===== config.mk =====
export PLATFORM = sky130hd
export DESIGN_NAME = hsp_port
export DESIGN_NICKNAME = d
export VERILOG_FILES = /design/src/rtl/hsp_pkg.sv /design/src/rtl/hsp_sync.sv /design/src/rtl/hsp_datapath.sv /design/src/rtl/hsp_ctrl.sv /design/src/rtl/hsp_port.sv
export SDC_FILE = /design/constraint.sdc
export NUM_CORES = 1
export LEC_CHECK = 0
export BUFFER_PORTS_ARGS = -buffer_cell sky130_fd_sc_hd__buf_2
export CORE_MARGIN = 10
export CORE_UTILIZATION = 53
export CTS_CLUSTER_SIZE = 30
export DETAILED_ROUTE_END_ITERATION = 12
export MAX_ROUTING_LAYER = met4
export PLACE_DENSITY = 0.9
export SYNTH_ARGS = -nofsm -noshare
export SYNTH_HDL_FRONTEND = slang
export SYNTH_HIERARCHICAL = 1
export SYNTH_SLANG_ARGS = --single-unit

===== constraint.sdc =====
create_clock -name clk -period 3.2 [get_ports clk]
set_input_delay 0.32 -clock clk [delete_from_list [all_inputs] [get_ports clk]]
set_output_delay 0.32 -clock clk [all_outputs]
set_load 0.01 [all_outputs]

===== src/rtl/hsp_pkg.sv =====
package hsp_pkg;
  localparam logic MODE_RX = 1'b0;
  localparam logic MODE_TX = 1'b1;

  typedef enum logic [2:0] {
    ST_IDLE,
    ST_RX_BUSY,
    ST_TX_SETUP,
    ST_TX_STROBE,
    ST_TX_RELEASE
  } hspState_t;

  // strobes from control to datapath
  typedef struct packed {
    logic captureRx;
    logic loadTx;
  } hspCtrl_t;
endpackage


===== src/rtl/hsp_sync.sv =====
module hsp_sync #(
  parameter int STAGES = 2,
  parameter int W = 1,
  parameter logic [W-1:0] RST_VAL = '0
) (
  input  logic         clk,
  input  logic         rstN,
  input  logic [W-1:0] d,
  output logic [W-1:0] q
);
  localparam int LAST = STAGES - 1;
  logic [W-1:0] chain [STAGES];

  always_ff @(posedge clk or negedge rstN) begin
    if (!rstN) begin
      for (int i = 0; i < STAGES; i++) chain[i] <= RST_VAL;
    end else begin
      chain[0] <= d;
      for (int i = 1; i < STAGES; i++) chain[i] <= chain[i-1];
    end
  end

  assign q = chain[LAST];
endmodule


===== src/rtl/hsp_datapath.sv =====
module hsp_datapath
  import hsp_pkg::*;
#(
  parameter int DATA_W = 8,
  parameter int SYNC_STAGES = 2
) (
  input  logic              clk,
  input  logic              rstN,
  input  hspCtrl_t          ctrl,
  input  logic [DATA_W-1:0] portDataIn,
  input  logic              extStrobeNIn,
  input  logic              extReadyIn,
  input  logic [DATA_W-1:0] txData,
  input  logic              rxReady,
  output logic              strobeSync,
  output logic              readySync,
  output logic              rxFull,
  output logic [DATA_W-1:0] rxData,
  output logic [DATA_W-1:0] portDataOut
);
  logic [DATA_W-1:0] dataSync;

  hsp_sync #(.STAGES(SYNC_STAGES), .W(1), .RST_VAL(1'b1)) uStrobeSync (
    .clk(clk), .rstN(rstN), .d(extStrobeNIn), .q(strobeSync));

  hsp_sync #(.STAGES(SYNC_STAGES), .W(1), .RST_VAL(1'b1)) uReadySync (
    .clk(clk), .rstN(rstN), .d(extReadyIn), .q(readySync));

  // data delayed alongside the strobe so capture matches the fall sample
  hsp_sync #(.STAGES(SYNC_STAGES), .W(DATA_W), .RST_VAL('0)) uDataSync (
    .clk(clk), .rstN(rstN), .d(portDataIn), .q(dataSync));

  always_ff @(posedge clk or negedge rstN) begin
    if (!rstN) begin
      rxFull <= 1'b0;
      rxData <= '0;
    end else if (ctrl.captureRx) begin
      rxFull <= 1'b1;
      rxData <= dataSync;
    end else if (rxFull && rxReady) begin
      rxFull <= 1'b0;
    end
  end

  always_ff @(posedge clk or negedge rstN) begin
    if (!rstN) portDataOut <= '0;
    else if (ctrl.loadTx) portDataOut <= txData;
  end

  // a held byte is never overwritten
  assert_no_overwrite_R3: assert property (@(posedge clk) disable iff (!rstN)
    ctrl.captureRx |-> !rxFull);
  assert_rx_hold_R3: assert property (@(posedge clk) disable iff (!rstN)
    (rxFull && !rxReady) |=> (rxFull && $stable(rxData)));
endmodule


===== src/rtl/hsp_ctrl.sv =====
module hsp_ctrl
  import hsp_pkg::*;
(
  input  logic     clk,
  input  logic     rstN,
  input  logic     modeSel,
  input  logic     strobeSync,
  input  logic     readySync,
  input  logic     rxFull,
  input  logic     txValid,
  output hspCtrl_t ctrl,
  output logic     readyOut,
  output logic     strobeNOut,
  output logic     txReady,
  output logic     txMode
);
  hspState_t state, stateNxt;
  logic curMode, modeNxt;

  always_comb begin
    stateNxt = state;
    modeNxt = curMode;
    ctrl = '0;
    case (state)
      ST_IDLE: begin
        if (modeSel != curMode) begin
          modeNxt = modeSel;
        end else if (curMode == MODE_RX) begin
          if (!strobeSync) begin
            ctrl.captureRx = 1'b1;
            stateNxt = ST_RX_BUSY;
          end
        end else if (txValid) begin
          ctrl.loadTx = 1'b1;
          stateNxt = ST_TX_SETUP;
        end
      end
      ST_RX_BUSY:    if (strobeSync && !rxFull) stateNxt = ST_IDLE;
      ST_TX_SETUP:   if (readySync) stateNxt = ST_TX_STROBE;
      ST_TX_STROBE:  if (!readySync) stateNxt = ST_TX_RELEASE;
      ST_TX_RELEASE: if (readySync) stateNxt = ST_IDLE;
      default:       stateNxt = ST_IDLE;
    endcase
  end

  always_ff @(posedge clk or negedge rstN) begin
    if (!rstN) begin
      state <= ST_IDLE;
      curMode <= MODE_RX;
    end else begin
      state <= stateNxt;
      curMode <= modeNxt;
    end
  end

  assign readyOut   = (state != ST_RX_BUSY);
  assign strobeNOut = (state != ST_TX_STROBE);
  assign txReady    = (state == ST_IDLE) && (curMode == MODE_TX) && (modeSel == MODE_TX);
  assign txMode     = curMode;

  // ready falls only after a seen strobe fall
  assert_ready_fall_R2: assert property (@(posedge clk) disable iff (!rstN)
    $fell(readyOut) |-> $past(!strobeSync));
  // ready rises only with strobe released
  assert_ready_rise_R3: assert property (@(posedge clk) disable iff (!rstN)
    $rose(readyOut) |-> $past(strobeSync));
  // strobe falls only with receiver ready
  assert_strobe_fall_R6: assert property (@(posedge clk) disable iff (!rstN)
    $fell(strobeNOut) |-> $past(readySync));
  // strobe released only after ready went low
  assert_strobe_rise_R5: assert property (@(posedge clk) disable iff (!rstN)
    $rose(strobeNOut) |-> $past(!readySync));
  // mode changes only from idle
  assert_mode_idle_R7: assert property (@(posedge clk) disable iff (!rstN)
    (curMode != $past(curMode)) |-> $past(state == ST_IDLE));
endmodule


===== src/rtl/hsp_port.sv =====
module hsp_port
  import hsp_pkg::*;
#(
  parameter int DATA_W = 8,
  parameter int SYNC_STAGES = 2
) (
  input  logic              clk,
  input  logic              rstN,
  input  logic              modeSel,
  input  logic [DATA_W-1:0] portDataIn,
  output logic [DATA_W-1:0] portDataOut,
  output logic              portDataOe,
  input  logic              extStrobeNIn,
  output logic              strobeNOut,
  input  logic              extReadyIn,
  output logic              readyOut,
  output logic              rxValid,
  output logic [DATA_W-1:0] rxData,
  input  logic              rxReady,
  input  logic              txValid,
  input  logic [DATA_W-1:0] txData,
  output logic              txReady
);
  hspCtrl_t ctrl;
  logic strobeSync, readySync, rxFull, txMode;

  hsp_ctrl uCtrl (
    .clk(clk), .rstN(rstN), .modeSel(modeSel),
    .strobeSync(strobeSync), .readySync(readySync), .rxFull(rxFull),
    .txValid(txValid), .ctrl(ctrl), .readyOut(readyOut),
    .strobeNOut(strobeNOut), .txReady(txReady), .txMode(txMode));

  hsp_datapath #(.DATA_W(DATA_W), .SYNC_STAGES(SYNC_STAGES)) uData (
    .clk(clk), .rstN(rstN), .ctrl(ctrl), .portDataIn(portDataIn),
    .extStrobeNIn(extStrobeNIn), .extReadyIn(extReadyIn), .txData(txData),
    .rxReady(rxReady), .strobeSync(strobeSync), .readySync(readySync),
    .rxFull(rxFull), .rxData(rxData), .portDataOut(portDataOut));

  assign rxValid    = rxFull;
  assign portDataOe = (txMode == MODE_TX);

  // data is on the port before the strobe falls
  assert_data_setup_R4: assert property (@(posedge clk) disable iff (!rstN)
    $fell(strobeNOut) |-> ($past(portDataOe) && $stable(portDataOut)));
  // data steady while strobe is low
  assert_data_hold_R5: assert property (@(posedge clk) disable iff (!rstN)
    (!strobeNOut && !$fell(strobeNOut)) |-> $stable(portDataOut));
endmodule


==> impl_metrics.py, run 1 <==
metrics = {
    "outcome": {
        "outcome": "complete, no violations",
    },
    "worst_setup_path": {
        "critical_path_arrival_ns": 2.34,
        "rr_endpoint": "uData/portDataOut[6]$_DFFE_PN0P_",
        "path_cells": "or3_4 > nor2_1 > mux2_4",
        "critPathLaunchType": "register",
        "r2r_start": "uCtrl/state[1]$_DFFE_PN0P_",
        "crit_fanout": 8,
        "critPathBufInv": 0,
        "worstSetupPathType": "reg -> reg",
        "slowest_stage": "nor2_1",
        "r2r_cells": 3,
        "required_ns": 3.44,
        "crit_family": "simple AND/OR/NAND/NOR gates",
        "cp-startpoint": "uCtrl/state[1]$_DFFE_PN0P_",
        "ff2ff_setup_slack_ns": 1.10,
        "max_stage_delay_ns": 0.73,
        "setup.worst_path.end_class": "register",
    },
    "timing": {
        "setup_tns_ns": 0,
        "relSlewSlack_pct": 37.1,
        "fmax_mhz": 476,
        "setup_viol": 0,
        "fin_crit_ns": 2.10,
        "drv_slew": 0,
        "skew_ns": 0.00681,
        "tightestPinTransition_ns": 0.940,
        "hold_violations": 0,
        "rsz0062_at_grt": "no",
        "post-route-period-util_pct": 65.6,
    },
    "final_layout": {
        "multi_input_area_um2": 384,
        "stdcell_area_um2": 1750,
        "diodes": 0,
        "syn_to_final_growth_pct": 16.2,
        "seq_area_um2": 1030,
        "fill_cells": 206,
        "drive_gt1_share_pct": 58.9,
        "fin_nets": 152,
    },
    "flow_run": {
        "cap_viol_max_count": 0,
    },
    "die": {
        "dieWidth_um": 73.3,
        "initial_core_util_pct": 55.1,
        "die_area_um2": 5370,
        "std_cell_rows": 19,
        "die_h_um": 73.3,
        "coreArea_um2": 2730,
        "num_io_pins": 44,
    },
    "placed_design": {
        "dp_hpwl_mm": 2.04,
        "place.gp.congestion": 0.778,
        "io_buffers": 43,
        "place_area_um2": 1680,
    },
    "route": {
        "post_drt_wl_per_cell_um": 17.3,
        "drt_pass1_iterations": 4,
        "drcViolationCount": 0,
        "postRouteAntennaNets": 0,
        "vias_per_cell": 4.96,
        "num_vias": 793,
        "wl_mm": 2.77,
        "drtIter0Drc": 58,
    },
    "power": {
        "power_density_nw_per_um2": 908,
        "ir_worst_vdd_uv": 595,
        "p_leak_nw": 0.866,
    },
    "cts": {
        "cts_max_path_buffers": 2,
        "cts_tree": "done",
        "cts_resized": 0,
        "cts_made_buffers": 5,
        "cts_root_buf": "clkbuf_4",
        "clk_pin_slew_ns": 0.11,
        "clock_latency_ns": 0.35,
        "htreeDepth": 2,
        "clock_sinks": 41,
        "post_cts_buffers": 0,
        "ctsHoldBuffers": 0,
    },
    "synth": {
        "synth_top_area_share_pct": 61.5,
        "synth_warnings": 6,
        "synth_cell_type_count": 20,
        "ys_ff_latch": 41,
        "synth_top_area_cell": "dfrtp_1",
        "syn_avg_cell_area_um2": 16.9,
        "syn_inst": 89,
        "synth.yosys.seq_area_share_pct": 68.5,
        "netlist_top_cells_area": "dfrtp_1 (62%), mux2_4 (17%), dfstp_2 (7.0%)",
        "netlist_area_um2": 1510,
        "syn_nets": 112,
    },
    "hold_path": {
        "worstHoldEndpoint": "uData/uReadySync/chain[1]$_DFF_PN1_",
        "hold_path.class": "in -> reg",
        "hold-path-cell-count": 1,
        "min-delay-start": "extReadyIn",
    },
    "grt": {
        "grt_pass1_vias": 899,
        "antenna_found_initial": 0,
        "globalRouteOverflowTotal": 0,
        "grtUsageTotal_pct": 11.7,
        "grt_pass1_wl_mm": 4.57,
        "grt_max_degree": 42,
    },
}
-- flip-flops by register name, summed over array words and instances (netlist names) --
| name | cells |
|---|---|
| uData/uStrobeSync/chain | 1 |
| uData/rxData | 8 |
| uData/rxFull | 1 |
| uData/uReadySync/q | 1 |
| uCtrl/state | 3 |
| uCtrl/txMode | 1 |
| uData/uDataSync/chain | 8 |
| uData/uDataSync/q | 8 |
| uData/portDataOut | 8 |
| uData/uReadySync/chain | 1 |
| uData/uStrobeSync/q | 1 |
-- power breakdown --
part           internal [mW]  switching, mW  total [mW]
registers              0.658         0.0943       0.752
logic                  0.296          0.223       0.518
clock network          0.159          0.159       0.318
total                   1.11          0.476        1.59
-- how the worst max path moves through the flow --
stage | end | slack, ns | cells after the start
after CTS | uData/portDataOut[6]$_DFFE_PN0P_ | 1.09 | 3
after global placement | uData/portDataOut[4]$_DFFE_PN0P_ | 1.21 | 3
after detailed placement | uData/portDataOut[6]$_DFFE_PN0P_ | 1.12 | 3
final | uData/portDataOut[6]$_DFFE_PN0P_ | 1.10 | 3
after floorplan | uData/rxData[0]$_DFFE_PN0P_ | 1.60 | 4
after global routing | uData/portDataOut[7]$_DFFE_PN0P_ | 0.98 | 3
-- cell usage in the layout (no fill, tap or decap) --
| cell type | instances |
|---|---|
| a21o_2 | 1 |
| a21oi_1 | 2 |
| buf_2 | 43 |
| bufinv_16 | 1 |
| clkbuf_4 | 5 |
| clkinv_2 | 1 |
| dfrtp_1 | 37 |
| dfstp_2 | 4 |
| inv_1 | 2 |
| mux2_4 | 17 |
| nand2_1 | 3 |
| nand2b_1 | 1 |
| nand3_1 | 1 |
| nand3b_1 | 1 |
| nor2_1 | 3 |
| nor2b_1 | 1 |
| nor4_4 | 1 |
| o21ai_0 | 1 |
| o21bai_1 | 1 |
| o31a_2 | 1 |
| or3_2 | 1 |
| or3_4 | 1 |
-- layout make-up --
cell class	count	share of cell area, %
clock buffer	5	2.15
clock inverter	2	2.00
inverter	2	0.429
multi-input combinational	36	22.0
sequential	41	58.9
tap	31	2.22
timing repair buffer	43	12.3
-- worst reg2reg max path, delay by kind of cell (launching register included) --
| kind | cells | cell delay (ns) |
|---|---|---|
| flops | 1 | 0.46 |
| mux | 1 | 0.35 |
| simple gates | 2 | 1.18 |
-- per-stage QoR --
step | hold slack, ns | util [%] | setup WS, ns | total power, mW | cells
2_1_floorplan | 0.0244 | - | 1.60 | 1.09 | 89
3_3_place_gp | 0.331 | 61.3 | 1.21 | 1.26 | 153
3_5_place_dp | 0.338 | 61.3 | 1.12 | 1.29 | 153
4_1_cts | 0.0461 | 64.0 | 1.09 | 1.61 | 160
5_1_grt | 0.0250 | 64.0 | 0.982 | 1.68 | 160
6_report | 0.0541 | 64.0 | 1.10 | 1.59 | 160
-- routing by layer --
metal  track usage (%)  wire [µm]
met2              17.5       1350
met3              4.58        197
met4              6.83         76
met1              13.2       1140
met5                 -          0
-- synthesized netlist by cell type --
master / n
a21o_2: 1
or3_2: 1
o21bai_1: 1
nand3_1: 1
nand2b_1: 1
buf_6: 2
o21ai_0: 1
inv_1: 2
dfstp_2: 4
nand2_1: 3
a21oi_1: 2
dfrtp_1: 37
mux2_4: 17
or3_4: 1
buf_4: 8
nand3b_1: 1
nor2_1: 3
o31a_2: 1
nor2b_1: 1
nor4_4: 1
-- kinds of logic after synthesis --
group / share of synthesized area (%)
multiplexers: 17.0
AO/OA/AOI/OAI: 2.74
flip-flops: 68.5
buffers and inverters: 5.99
AND/OR/NAND/NOR: 5.82
Note: power is estimated with default switching activity, not from simulation.
==> inputs of run 2 (changes only) <==
- CORE_UTILIZATION: 53 -> 50
- PLACE_DENSITY: 0.9 -> 0.87
- clock period: 3.2 -> 2.1 ns (I/O delays scaled with it)
==> run 2 against run 1 <==
  * Sequential share of layout area decreased by 4.3 points
  * Core utilization increased by 2.7 points
  * Maximum frequency increased by 22%
  * Design area increased by 7.9%
  * Non-clock buffer count increased by 13
  * Clock power increased by 60%
  * Critical path type unchanged
  * Highest routed layer unchanged
==> impl_metrics.py, run 2 (synthesis results as in run 1) <==
metrics = {
    "route": {
        "num_vias": 834,
        "drcViolationCount": 0,
        "wl_mm": 2.80,
        "postRouteAntennaNets": 0,
        "vias_per_cell": 4.79,
        "drt_pass1_iterations": 4,
        "drtIter0Drc": 25,
        "post_drt_wl_per_cell_um": 16.1,
    },
    "power": {
        "p_int_mw": 1.76,
        "ir_worst_vdd_uv": 808,
        "power_density_nw_per_um2": 1310,
        "switching_share_pct": 28.8,
        "comb_power_share_pct": 32.7,
        "p_leak_nw": 0.927,
        "clkPwrFrac_pct": 20.6,
        "p_switching_mw": 0.711,
        "p_seq_share_pct": 46.6,
    },
    "grt": {
        "antenna_found_initial": 0,
        "grt_pass1_wl_mm": 4.55,
        "grtUsageTotal_pct": 11.4,
        "globalRouteOverflowTotal": 0,
        "grt_max_degree": 42,
        "grt_pass1_vias": 968,
    },
    "final_layout": {
        "final_common_cell": "buf_2",
        "drive_gt1_share_pct": 54.5,
        "final_util_pct": 66.7,
        "diodes": 0,
        "final_cell_mix": "buf_2 (43), dfrtp_1 (37), mux2_4 (17)",
        "syn_to_final_growth_pct": 25.4,
        "fin_nets": 165,
        "fill_cells": 208,
    },
    "timing": {
        "relSlewSlack_pct": 43.9,
        "drv_slew": 0,
        "hold_ws_ns": 0.102,
        "skew_ns": 0.0112,
        "hold_violations": 0,
        "rsz0062_at_grt": "no",
        "post-route-period-util_pct": 82.1,
        "setup_viol": 0,
        "fmax_mhz": 580,
        "fin_crit_ns": 1.72,
        "setup_tns_ns": 0,
        "tightestPinTransition_ns": 0.841,
    },
    "cts": {
        "cts_max_path_buffers": 2,
        "clk_pin_slew_ns": 0.11,
        "ctsHoldBuffers": 11,
        "cts_tree": "done",
        "clock_latency_ns": 0.33,
        "cts_resized": 0,
        "post_cts_buffers": 0,
        "cts_root_buf": "clkbuf_4",
        "cts_made_buffers": 5,
        "htreeDepth": 2,
        "clock_sinks": 41,
    },
    "worst_setup_path": {
        "critical_path_arrival_ns": 1.95,
        "slowest_stage": "dfrtp_1",
        "required_ns": 2.32,
        "critPathLaunchType": "register",
        "worstSetupPathType": "reg -> reg",
        "setup.worst_path.end_class": "register",
        "crit_family": "simple AND/OR/NAND/NOR gates",
        "critPathBufInv": 1,
        "max_stage_delay_ns": 0.46,
        "crit_fanout": 10,
        "path_cells": "or3_4 > nor4_4 > buf_4 > mux2_4",
    },
    "die": {
        "initial_core_util_pct": 53.2,
        "dieWidth_um": 74.9,
        "die_area_um2": 5600,
        "std_cell_rows": 19,
        "num_io_pins": 44,
        "die_h_um": 74.9,
        "coreArea_um2": 2830,
    },
    "placed_design": {
        "place.gp.congestion": 0.861,
        "io_buffers": 43,
        "dp_hpwl_mm": 2.06,
    },
    "hold_path": {
        "hold_path.class": "in -> reg",
    },
    "flow_run": {
        "cap_viol_max_count": 0,
    },
    "outcome": {
        "outcome": "complete, no violations",
    },
}
==> run 2: changes by cell type in the layout (fill, tap and decap cells not counted), sizes merged <==
| cell | delta |
|---|---|
| buf | +2 |
| clkbuf | +2 |
| clkinv | -1 |
| dlygate4sd3 | +11 |
==> run 2: power groups by stage <==
| stage | Clock (mW) | Combinational [mW] | Sequential [mW] |
|---|---|---|---|
| floorplan | 0 | 0.438 | 1.22 |
| CTS | 0.528 | 0.821 | 1.16 |
| global placement | 0 | 0.779 | 1.14 |
| finish | 0.509 | 0.808 | 1.15 |
| detailed placement | 0 | 0.811 | 1.16 |
| global route | 0.568 | 0.866 | 1.19 |
==> run 2: stage by stage <==
stage / total power [mW] / setup WS, ns / std cells / area (µm²)
detailed placement: 1.97 / 0.390 / 155 / 1690
global placement: 1.92 / 0.462 / 155 / 1690
floorplan: 1.66 / 0.502 / 89 / 1510
finish: 2.47 / 0.376 / 174 / 1890
global route: 2.62 / 0.325 / 174 / 1890
CTS: 2.51 / 0.371 / 174 / 1890
==> run 2: path summary, 6_finish.rpt <==
| check | to | slack [ns] | startpoint | cells past startpoint |
|---|---|---|---|---|
| max reg2reg | uData/rxData[6]$_DFFE_PN0P_ | 0.38 | uCtrl/state[1]$_DFFE_PN0P_ | 4 |
| min in group asynchronous | uCtrl/txMode$_DFFE_PN0P_ | 0.50 | rstN | 2 |
| max | uData/rxData[6]$_DFFE_PN0P_ | 0.38 | uCtrl/state[1]$_DFFE_PN0P_ | 4 |
| min reg2reg | uData/uStrobeSync/q$_DFF_PN1_ | 0.35 | uData/uStrobeSync/chain[1]$_DFF_PN1_ | 0 |
| min | uData/portDataOut[1]$_DFFE_PN0P_ | 0.10 | txData[1] | 2 |
| max in group asynchronous | uData/portDataOut[6]$_DFFE_PN0P_ | 1.05 | rstN | 2 |
==> run 2: per-layer routing <==
metal,wire [µm],global-route usage [%],vias to the layer above
li1,-,-,393
met1,1190,12.9,404
met2,1360,16.9,33
met3,211,5.65,4
met4,33,4.41,0
met5,0,-,-
==> run 2: area by class of cell <==
cell class                 instances  area [µm²]  area share [%]
sequential                        41        1030            54.6
multi-input combinational         36         384            20.4
timing repair buffer              56         340            18.0
clock buffer                       7        55.1            2.92
tap                               31        38.8            2.06
clock inverter                     1        30.0            1.59
inverter                           2        7.51           0.398
==> run 2: worst register-to-register path, delay by kind of cell (launching register included) <==
family                 cells  cell delay (ns)
and+or+nand+nor            2             0.59
DFF                        1             0.46
muxes                      1             0.32
buffers and inverters      1             0.25
